===== src/rtl/pkt_slot_pkg.sv =====
package pkt_slot_pkg;
  localparam int SLOTS      = 32;
  localparam int ID_W       = $clog2(SLOTS);
  localparam int REL_CYCLES = 4;
  localparam int DATA_W     = 8;
  localparam int OP_W       = 3;

  typedef enum logic [OP_W-1:0] {
    OP_NOP     = 3'd0,
    OP_ALLOC   = 3'd1,
    OP_CLEAR   = 3'd2,
    OP_REL_RX  = 3'd4,
    OP_REL_SEL = 3'd5
  } op_e;

  typedef enum logic [1:0] {
    RA_CMD    = 2'd0,
    RA_SEL    = 2'd1,
    RA_RESULT = 2'd2,
    RA_STAT   = 2'd3
  } raddr_e;

  typedef struct packed {
    logic            clearAll;
    logic            allocAccept;
    logic            allocTry;
    logic            seqErr;
    logic            relDone;
    logic [ID_W-1:0] relNum;
  } ctl_stb_t;
endpackage


===== src/rtl/pkt_slot_ctrl.sv =====
module pkt_slot_ctrl
  import pkt_slot_pkg::*;
(
  input  logic            clk,
  input  logic            rstN,
  input  logic            hostWr,
  input  logic [1:0]      hostAddr,
  input  logic [OP_W-1:0] opField,
  input  logic [ID_W-1:0] rxHeadNum,
  input  logic [ID_W-1:0] pktSel,
  input  logic            anyFree,
  output ctl_stb_t        stb,
  output logic            busy,
  output logic            allocPend
);
  localparam int CNT_W = (REL_CYCLES > 1) ? $clog2(REL_CYCLES) : 1;

  logic            cmdHit, cmdArmed, exec, relStart;
  op_e             cmdOp;
  logic [CNT_W-1:0] relCnt;
  logic [ID_W-1:0] relTgt, relSel;

  assign cmdHit = hostWr && (hostAddr == RA_CMD);
  assign exec   = cmdArmed && !cmdHit;

  always_ff @(posedge clk or negedge rstN) begin
    if (!rstN) begin
      cmdArmed <= 1'b0;
      cmdOp    <= OP_NOP;
    end else begin
      cmdArmed <= cmdHit;
      if (cmdHit) cmdOp <= op_e'(opField);
    end
  end

  always_comb begin
    stb      = '0;
    relStart = 1'b0;
    relSel   = rxHeadNum;
    if (exec) begin
      case (cmdOp)
        OP_ALLOC: begin
          if (allocPend) stb.seqErr = 1'b1;
          else           stb.allocAccept = 1'b1;
        end
        OP_CLEAR: stb.clearAll = 1'b1;
        OP_REL_RX, OP_REL_SEL: begin
          relStart = !busy;
          relSel   = (cmdOp == OP_REL_SEL) ? pktSel : rxHeadNum;
        end
        default: ;
      endcase
    end
    stb.allocTry = (allocPend || stb.allocAccept) && !stb.clearAll;
    stb.relDone  = busy && (relCnt == '0);
    stb.relNum   = relTgt;
  end

  always_ff @(posedge clk or negedge rstN) begin
    if (!rstN) begin
      busy      <= 1'b0;
      relCnt    <= '0;
      relTgt    <= '0;
      allocPend <= 1'b0;
    end else if (stb.clearAll) begin
      busy      <= 1'b0;
      relCnt    <= '0;
      allocPend <= 1'b0;
    end else begin
      if (relStart) begin
        busy   <= 1'b1;
        relCnt <= CNT_W'(REL_CYCLES - 1);
        relTgt <= relSel;
      end else if (busy) begin
        if (relCnt == '0) busy <= 1'b0;
        else              relCnt <= relCnt - 1'b1;
      end
      if (stb.allocTry && anyFree) allocPend <= 1'b0;
      else if (stb.allocAccept)    allocPend <= 1'b1;
    end
  end

  // checker: length of each BUSY window
  logic [CNT_W:0] busyRun;
  always_ff @(posedge clk or negedge rstN) begin
    if (!rstN)     busyRun <= '0;
    else if (busy) busyRun <= busyRun + 1'b1;
    else           busyRun <= '0;
  end

  a_r6_busy_len: assert property (@(posedge clk) disable iff (!rstN)
    ($fell(busy) && !$past(stb.clearAll)) |-> (busyRun == (CNT_W+1)'(REL_CYCLES)));

  a_r7_drop_while_busy: assert property (@(posedge clk) disable iff (!rstN)
    (busy && exec && !stb.relDone && !stb.clearAll &&
     (cmdOp == OP_REL_RX || cmdOp == OP_REL_SEL))
    |=> (busy && $stable(relTgt)));

  a_r2_no_exec_while_held: assert property (@(posedge clk) disable iff (!rstN)
    cmdHit |=> $stable(busy) || !busy || $past(busy));
endmodule


===== src/rtl/pkt_slot_dp.sv =====
module pkt_slot_dp
  import pkt_slot_pkg::*;
(
  input  logic              clk,
  input  logic              rstN,
  input  ctl_stb_t          stb,
  input  logic              hostWr,
  input  logic [1:0]        hostAddr,
  input  logic [ID_W-1:0]   selField,
  input  logic              busy,
  input  logic              allocPend,
  output logic [DATA_W-1:0] hostRdData,
  output logic [ID_W-1:0]   pktSel,
  output logic              anyFree,
  output logic              allocDone
);
  logic [SLOTS-1:0] freeMap, freeNext;
  logic [ID_W-1:0]  grantNum, resNum;
  logic             failed, errFlag, grant, selWr;

  always_comb begin
    anyFree  = |freeMap;
    grantNum = '0;
    for (int i = SLOTS - 1; i >= 0; i--)
      if (freeMap[i]) grantNum = ID_W'(i);
  end

  assign grant = stb.allocTry && anyFree;
  assign selWr = hostWr && (hostAddr == RA_SEL);

  always_comb begin
    freeNext = freeMap;
    if (grant) freeNext[grantNum] = 1'b0;
    if (stb.relDone && !freeMap[stb.relNum]) freeNext[stb.relNum] = 1'b1;
  end

  always_ff @(posedge clk or negedge rstN) begin
    if (!rstN) begin
      freeMap   <= '1;
      pktSel    <= '0;
      resNum    <= '0;
      failed    <= 1'b1;
      errFlag   <= 1'b0;
      allocDone <= 1'b0;
    end else begin
      allocDone <= grant;
      if (stb.clearAll) begin
        freeMap <= '1;
        pktSel  <= '0;
        failed  <= 1'b1;
        errFlag <= 1'b0;
      end else begin
        freeMap <= freeNext;
        if (grant) begin
          resNum <= grantNum;
          pktSel <= grantNum;
          failed <= 1'b0;
        end else begin
          if (stb.allocAccept) failed <= 1'b1;
          if (selWr)           pktSel <= selField;
        end
        if (stb.seqErr || (stb.relDone && freeMap[stb.relNum])) errFlag <= 1'b1;
      end
    end
  end

  always_comb begin
    hostRdData = '0;
    case (raddr_e'(hostAddr))
      RA_CMD:    hostRdData[0] = busy;
      RA_SEL:    hostRdData[ID_W-1:0] = pktSel;
      RA_RESULT: begin
        hostRdData[ID_W-1:0]  = resNum;
        hostRdData[DATA_W-1] = failed;
      end
      default: begin
        hostRdData[0] = allocPend;
        hostRdData[1] = errFlag;
      end
    endcase
  end

  a_r4_pend_implies_failed: assert property (@(posedge clk) disable iff (!rstN)
    allocPend |-> failed);

  a_r3_grant_taken: assert property (@(posedge clk) disable iff (!rstN)
    allocDone |-> (!freeMap[resNum] && !failed && pktSel == resNum));

  a_r3_done_one_cycle: assert property (@(posedge clk) disable iff (!rstN)
    allocDone |=> !allocDone);

  a_r8_free_only_by_release: assert property (@(posedge clk) disable iff (!rstN)
    ($countones(freeMap) > $past($countones(freeMap))) |-> $past(stb.relDone || stb.clearAll));
endmodule


===== src/rtl/pkt_slot_mgr.sv =====
module pkt_slot_mgr
  import pkt_slot_pkg::*;
(
  input  logic              clk,
  input  logic              rstN,
  input  logic              hostWr,
  input  logic [1:0]        hostAddr,
  input  logic [DATA_W-1:0] hostWrData,
  output logic [DATA_W-1:0] hostRdData,
  input  logic [ID_W-1:0]   rxHeadNum,
  output logic              allocDone
);
  ctl_stb_t        stb;
  logic            busy, allocPend, anyFree;
  logic [ID_W-1:0] pktSel;

  pkt_slot_ctrl u_ctrl (
    .clk       (clk),
    .rstN      (rstN),
    .hostWr    (hostWr),
    .hostAddr  (hostAddr),
    .opField   (hostWrData[DATA_W-1 -: OP_W]),
    .rxHeadNum (rxHeadNum),
    .pktSel    (pktSel),
    .anyFree   (anyFree),
    .stb       (stb),
    .busy      (busy),
    .allocPend (allocPend)
  );

  pkt_slot_dp u_dp (
    .clk        (clk),
    .rstN       (rstN),
    .stb        (stb),
    .hostWr     (hostWr),
    .hostAddr   (hostAddr),
    .selField   (hostWrData[ID_W-1:0]),
    .busy       (busy),
    .allocPend  (allocPend),
    .hostRdData (hostRdData),
    .pktSel     (pktSel),
    .anyFree    (anyFree),
    .allocDone  (allocDone)
  );
endmodule


===== config.mk =====
export PLATFORM = sky130hd
export DESIGN_NAME = pkt_slot_mgr
export DESIGN_NICKNAME = d
export VERILOG_FILES = /design/src/rtl/pkt_slot_pkg.sv /design/src/rtl/pkt_slot_ctrl.sv /design/src/rtl/pkt_slot_dp.sv /design/src/rtl/pkt_slot_mgr.sv
export SDC_FILE = /design/constraint.sdc
export NUM_CORES = 1
export LEC_CHECK = 0
export BUFFER_PORTS_ARGS = -buffer_cell sky130_fd_sc_hd__buf_2
export CORE_ASPECT_RATIO = 1.1
export CORE_MARGIN = 2
export CORE_UTILIZATION = 50
export DETAILED_ROUTE_END_ITERATION = 10
export HOLD_SLACK_MARGIN = 0.12
export PLACE_DENSITY = 0.65
export RECOVER_POWER = 50
export REMOVE_ABC_BUFFERS = 1
export SLEW_MARGIN = 15
export SYNTH_ARGS = -nofsm -noshare
export SYNTH_HDL_FRONTEND = slang
export SYNTH_HIERARCHICAL = 1
export SYNTH_SLANG_ARGS = --single-unit

===== constraint.sdc =====
create_clock -name clk -period 4.2 [get_ports clk]
set_clock_uncertainty 0.2 [all_clocks]
set_input_delay 0.21 -clock clk [delete_from_list [all_inputs] [get_ports clk]]
set_output_delay 0.21 -clock clk [all_outputs]
set_load 0.01 [all_outputs]

==> results.py <==
metrics = {
    "sta": {
        "period_share": 0.9230,
        "setup-tns-final_ns": 0,
        "setup_viol": 0,
        "worst_pin_slew_ns": 1.408,
        "rsz0062_at_grt": "false",
        "maxSlewViolCount": 0,
        "period_minus_slack_ns": 3.877,
        "relSlewSlack": 0.06127,
        "max_clock_freq_ghz": 0.2580,
        "hold_viol": 0,
    },
    "final_layout": {
        "syn_to_final_growth_pct": 15.73,
        "diodes": 0,
        "final_cell_mix": "35 x nand2_1, 33 x dfstp_2, 28 x nor2_1",
        "drive_above_1_share": 0.2293,
        "fin_nets": 476,
        "fillers": 659,
        "finalNonFillerCells": 563,
        "final_common_cell": "nand2_1",
    },
    "setup_path": {
        "crit_chain": "dlygate4sd3_1, buf_2, or3b_4, dlygate4sd3_1, clkinvlp_2, o41ai_1, o21ai_0, buf_4, and3_1, nand2_1, nor2_1, and2_1, nand3_1, a221o_1",
        "crit_family": "buffers and inverters",
        "cp.required_ns": 4.26,
        "worst-path-buf-inv": 5,
        "crit_path_max_fanout": 11,
        "end_kind": "flip-flop",
        "cp.arrival_ns": 3.94,
        "slowest_delay_ns": 0.59,
        "crit_top_cell": "dlygate4sd3_1",
        "worst-setup-path-type": "in -> reg",
        "critical-path-slowest-cell": "dlygate4sd3_1",
        "start_kind": "input pin",
    },
    "place": {
        "post-dp-hpwl_mm": 7.918,
        "dpl.cell_count": 526,
        "place_congestion": 0.9257,
        "port_buffers": 24,
    },
    "global_routing": {
        "grt_overflow_total": 0,
        "grt_pass1_vias": 3504,
        "grt_usage": 0.2906,
        "grt_max_degree": 59,
        "grt_pass1_wl_mm": 18.49,
        "grt_antenna_before_repair": 0,
    },
    "synth": {
        "synthCells": 413,
        "ys_types": 73,
        "ys.flop_type": "dfstp_2",
        "synth_edf_count": 0,
        "ys_async_sr_fraction": 1.000,
        "syn_area_um2": 3849,
        "synth_area_per_cell_um2": 9.319,
        "ys_warn_count": 6,
        "ys_seq_elements": 58,
        "yosysSeqAreaShare": 0.3878,
    },
    "route": {
        "finalWirelength_mm": 11.29,
        "via_per_inst": 6.274,
        "drt-initial-drc-count": 319,
        "drt-wirelength-per-cell_um": 20.04,
        "detail-route-antenna-nets": 0,
        "via_count": 3532,
        "dr.pass1.iters": 5,
        "drc": 0,
    },
    "floorplan": {
        "core_um2": 7473,
        "ios": 27,
        "die_area_um2": 8416,
        "rows": 33,
        "fp.dieH_um": 96.02,
        "dieWidth_um": 87.65,
        "start_util": 0.5150,
    },
    "clock_network": {
        "clk_pin_slew_ns": 0.07,
        "cts_tree": "done",
        "cts-buffers-inserted": 9,
        "clockRootBuffer": "clkbuf_8",
        "cts_max_level": 3,
        "ctsHoldBuffers": 21,
        "cts_max_path_buffers": 2,
        "ctsResizeCount": 0,
        "cts.sinks": 58,
        "post_cts_buffers": 0,
        "clock_latency_ns": 0.33,
    },
    "hold_path": {
        "hold_path_class": "in -> reg",
    },
    "power_and_ir_drop": {
        "power_density_nw_per_um2": 531.5,
        "power.leakage_nw": 1.825,
        "peakVddDrop_mv": 0.2271,
    },
    "flow_run": {
        "drv_cap": 0,
    },
    "run_status": {
        "outcome": "completed",
    },
}
where the power goes:
group | internal [W] | leakage, nW | total, W | switching (W)
logic | 0.000354 | 1.05 | 0.000678 | 0.000324
clock network | 0.000368 | 0.111 | 0.000590 | 0.000222
registers | 0.000758 | 0.667 | 0.00110 | 0.000341
final timing paths:
kind | from | endpoint | slack, ns | cells past startpoint
hold / removal | hostAddr[0] | u_ctrl/relCnt[0]$_DFFE_PN0P_ | 0.19 | 4
setup reg to reg | u_dp/freeMap[18]$_DFF_PN1_ | u_dp/pktSel[4]$_DFFE_PN0P_ | 0.84 | 8
max in group asynchronous | rstN | u_dp/resNum[2]$_DFFE_PN0P_ | 2.34 | 3
hold reg to reg | u_dp/resNum[0]$_DFFE_PN0P_ | u_dp/resNum[0]$_DFFE_PN0P_ | 0.31 | 1
min in group asynchronous | rstN | u_ctrl/relCnt[1]$_DFFE_PN0P_ | 0.63 | 3
setup / recovery | hostAddr[1] | u_dp/freeMap[25]$_DFF_PN1_ | 0.32 | 14
cell families (layout without fill, tap and decap cells):
| group | Yosys count | in the layout | share of synthesized area |
|---|---|---|---|
| DFF | 58 | 58 | 0.3878 |
| muxes | 33 | 33 | 0.09558 |
| adders and majority gates | 5 | 5 | 0.01625 |
| xor gates and xnor gates | 1 | 1 | 0.002276 |
| and+or+nand+nor | 154 | 154 | 0.2263 |
| AOI/OAI and AO/OA | 111 | 111 | 0.2129 |
| other | 1 | 2 | 0.0009744 |
| buffers and inverters | 50 | 94 | 0.05787 |
registers in the layout, indices dropped and copies added (netlist names):
name,cells
u_dp/errFlag,1
u_ctrl/cmdArmed,1
u_dp/freeMap,32
u_ctrl/relTgt,5
u_dp/allocDone,1
u_dp/resNum,5
u_dp/failed,1
u_ctrl/allocPend,1
u_ctrl/cmdOp,3
u_dp/pktSel,5
u_ctrl/busy,1
u_ctrl/relCnt,2
cells in the mapped netlist, drive strengths merged (4+ instances only):
cell type	instances	area [um2]
o221ai	9	78.83
mux2i	18	180.2
nand2	38	155.1
mux2	15	187.7
a221o	14	140.1
clkbuf	12	45.04
nor3	13	70.07
o31ai	4	30.03
o211ai	8	60.06
nand3	20	105.1
dfstp	33	867.1
a21oi	22	110.1
ha	5	62.56
and3	5	31.28
and2	5	33.78
nor2	28	105.1
nand2b	6	37.54
o21ai	20	100.1
or3	4	30.03
inv	26	100.1
nor4	6	58.80
or4	6	48.80
dfrtp	25	625.6
a22oi	4	30.03
buf	10	70.06
nor2b	9	63.81
worst register-to-register path: stages, from the launching register on:
cell and delay (ns):
dfstp_2 0.41, or4_4 0.54, nor4b_4 0.37, nand3_2 0.15, or3_4 0.45, nand2_2 0.21
o21ai_0 0.12, a221oi_1 0.27, dlygate4sd3_1 0.58
per-stage QoR:
stage	area [um2]	setup slack, ns	util	power [W]	hold WS (ns)
finish	4454	0.3235	0.5960	0.002367	0.1886
CTS	4459	0.5060	0.5967	0.002358	0.1753
global placement	4026	1.046	0.5388	0.001734	0.1990
floorplan	3737	1.368	-	0.001478	-0.2856
detailed placement	4026	0.9606	0.5388	0.001744	0.2046
global route	4454	0.2113	0.5960	0.002505	0.2372
metal layers:
layer  vias to the layer above  track usage  part of all wire
li1                       1627            -                 -
met1                      1705       0.3642              0.41
met2                       165       0.4804              0.49
met3                        35      0.04974             0.057
met4                         0       0.1487             0.041
met5                         -            0                 0
cell type report:
type / instances / area [um2] / area share
Multi-Input combinational cell: 306 / 2137 / 0.4798
Inverter: 28 / 106.4 / 0.02388
Clock buffer: 14 / 162.7 / 0.03652
Timing Repair Buffer: 50 / 364.1 / 0.08174
Sequential cell: 58 / 1493 / 0.3351
Clock inverter: 2 / 60.06 / 0.01348
Tap cell: 105 / 131.4 / 0.02949
Power figures use the tool's default switching activity.
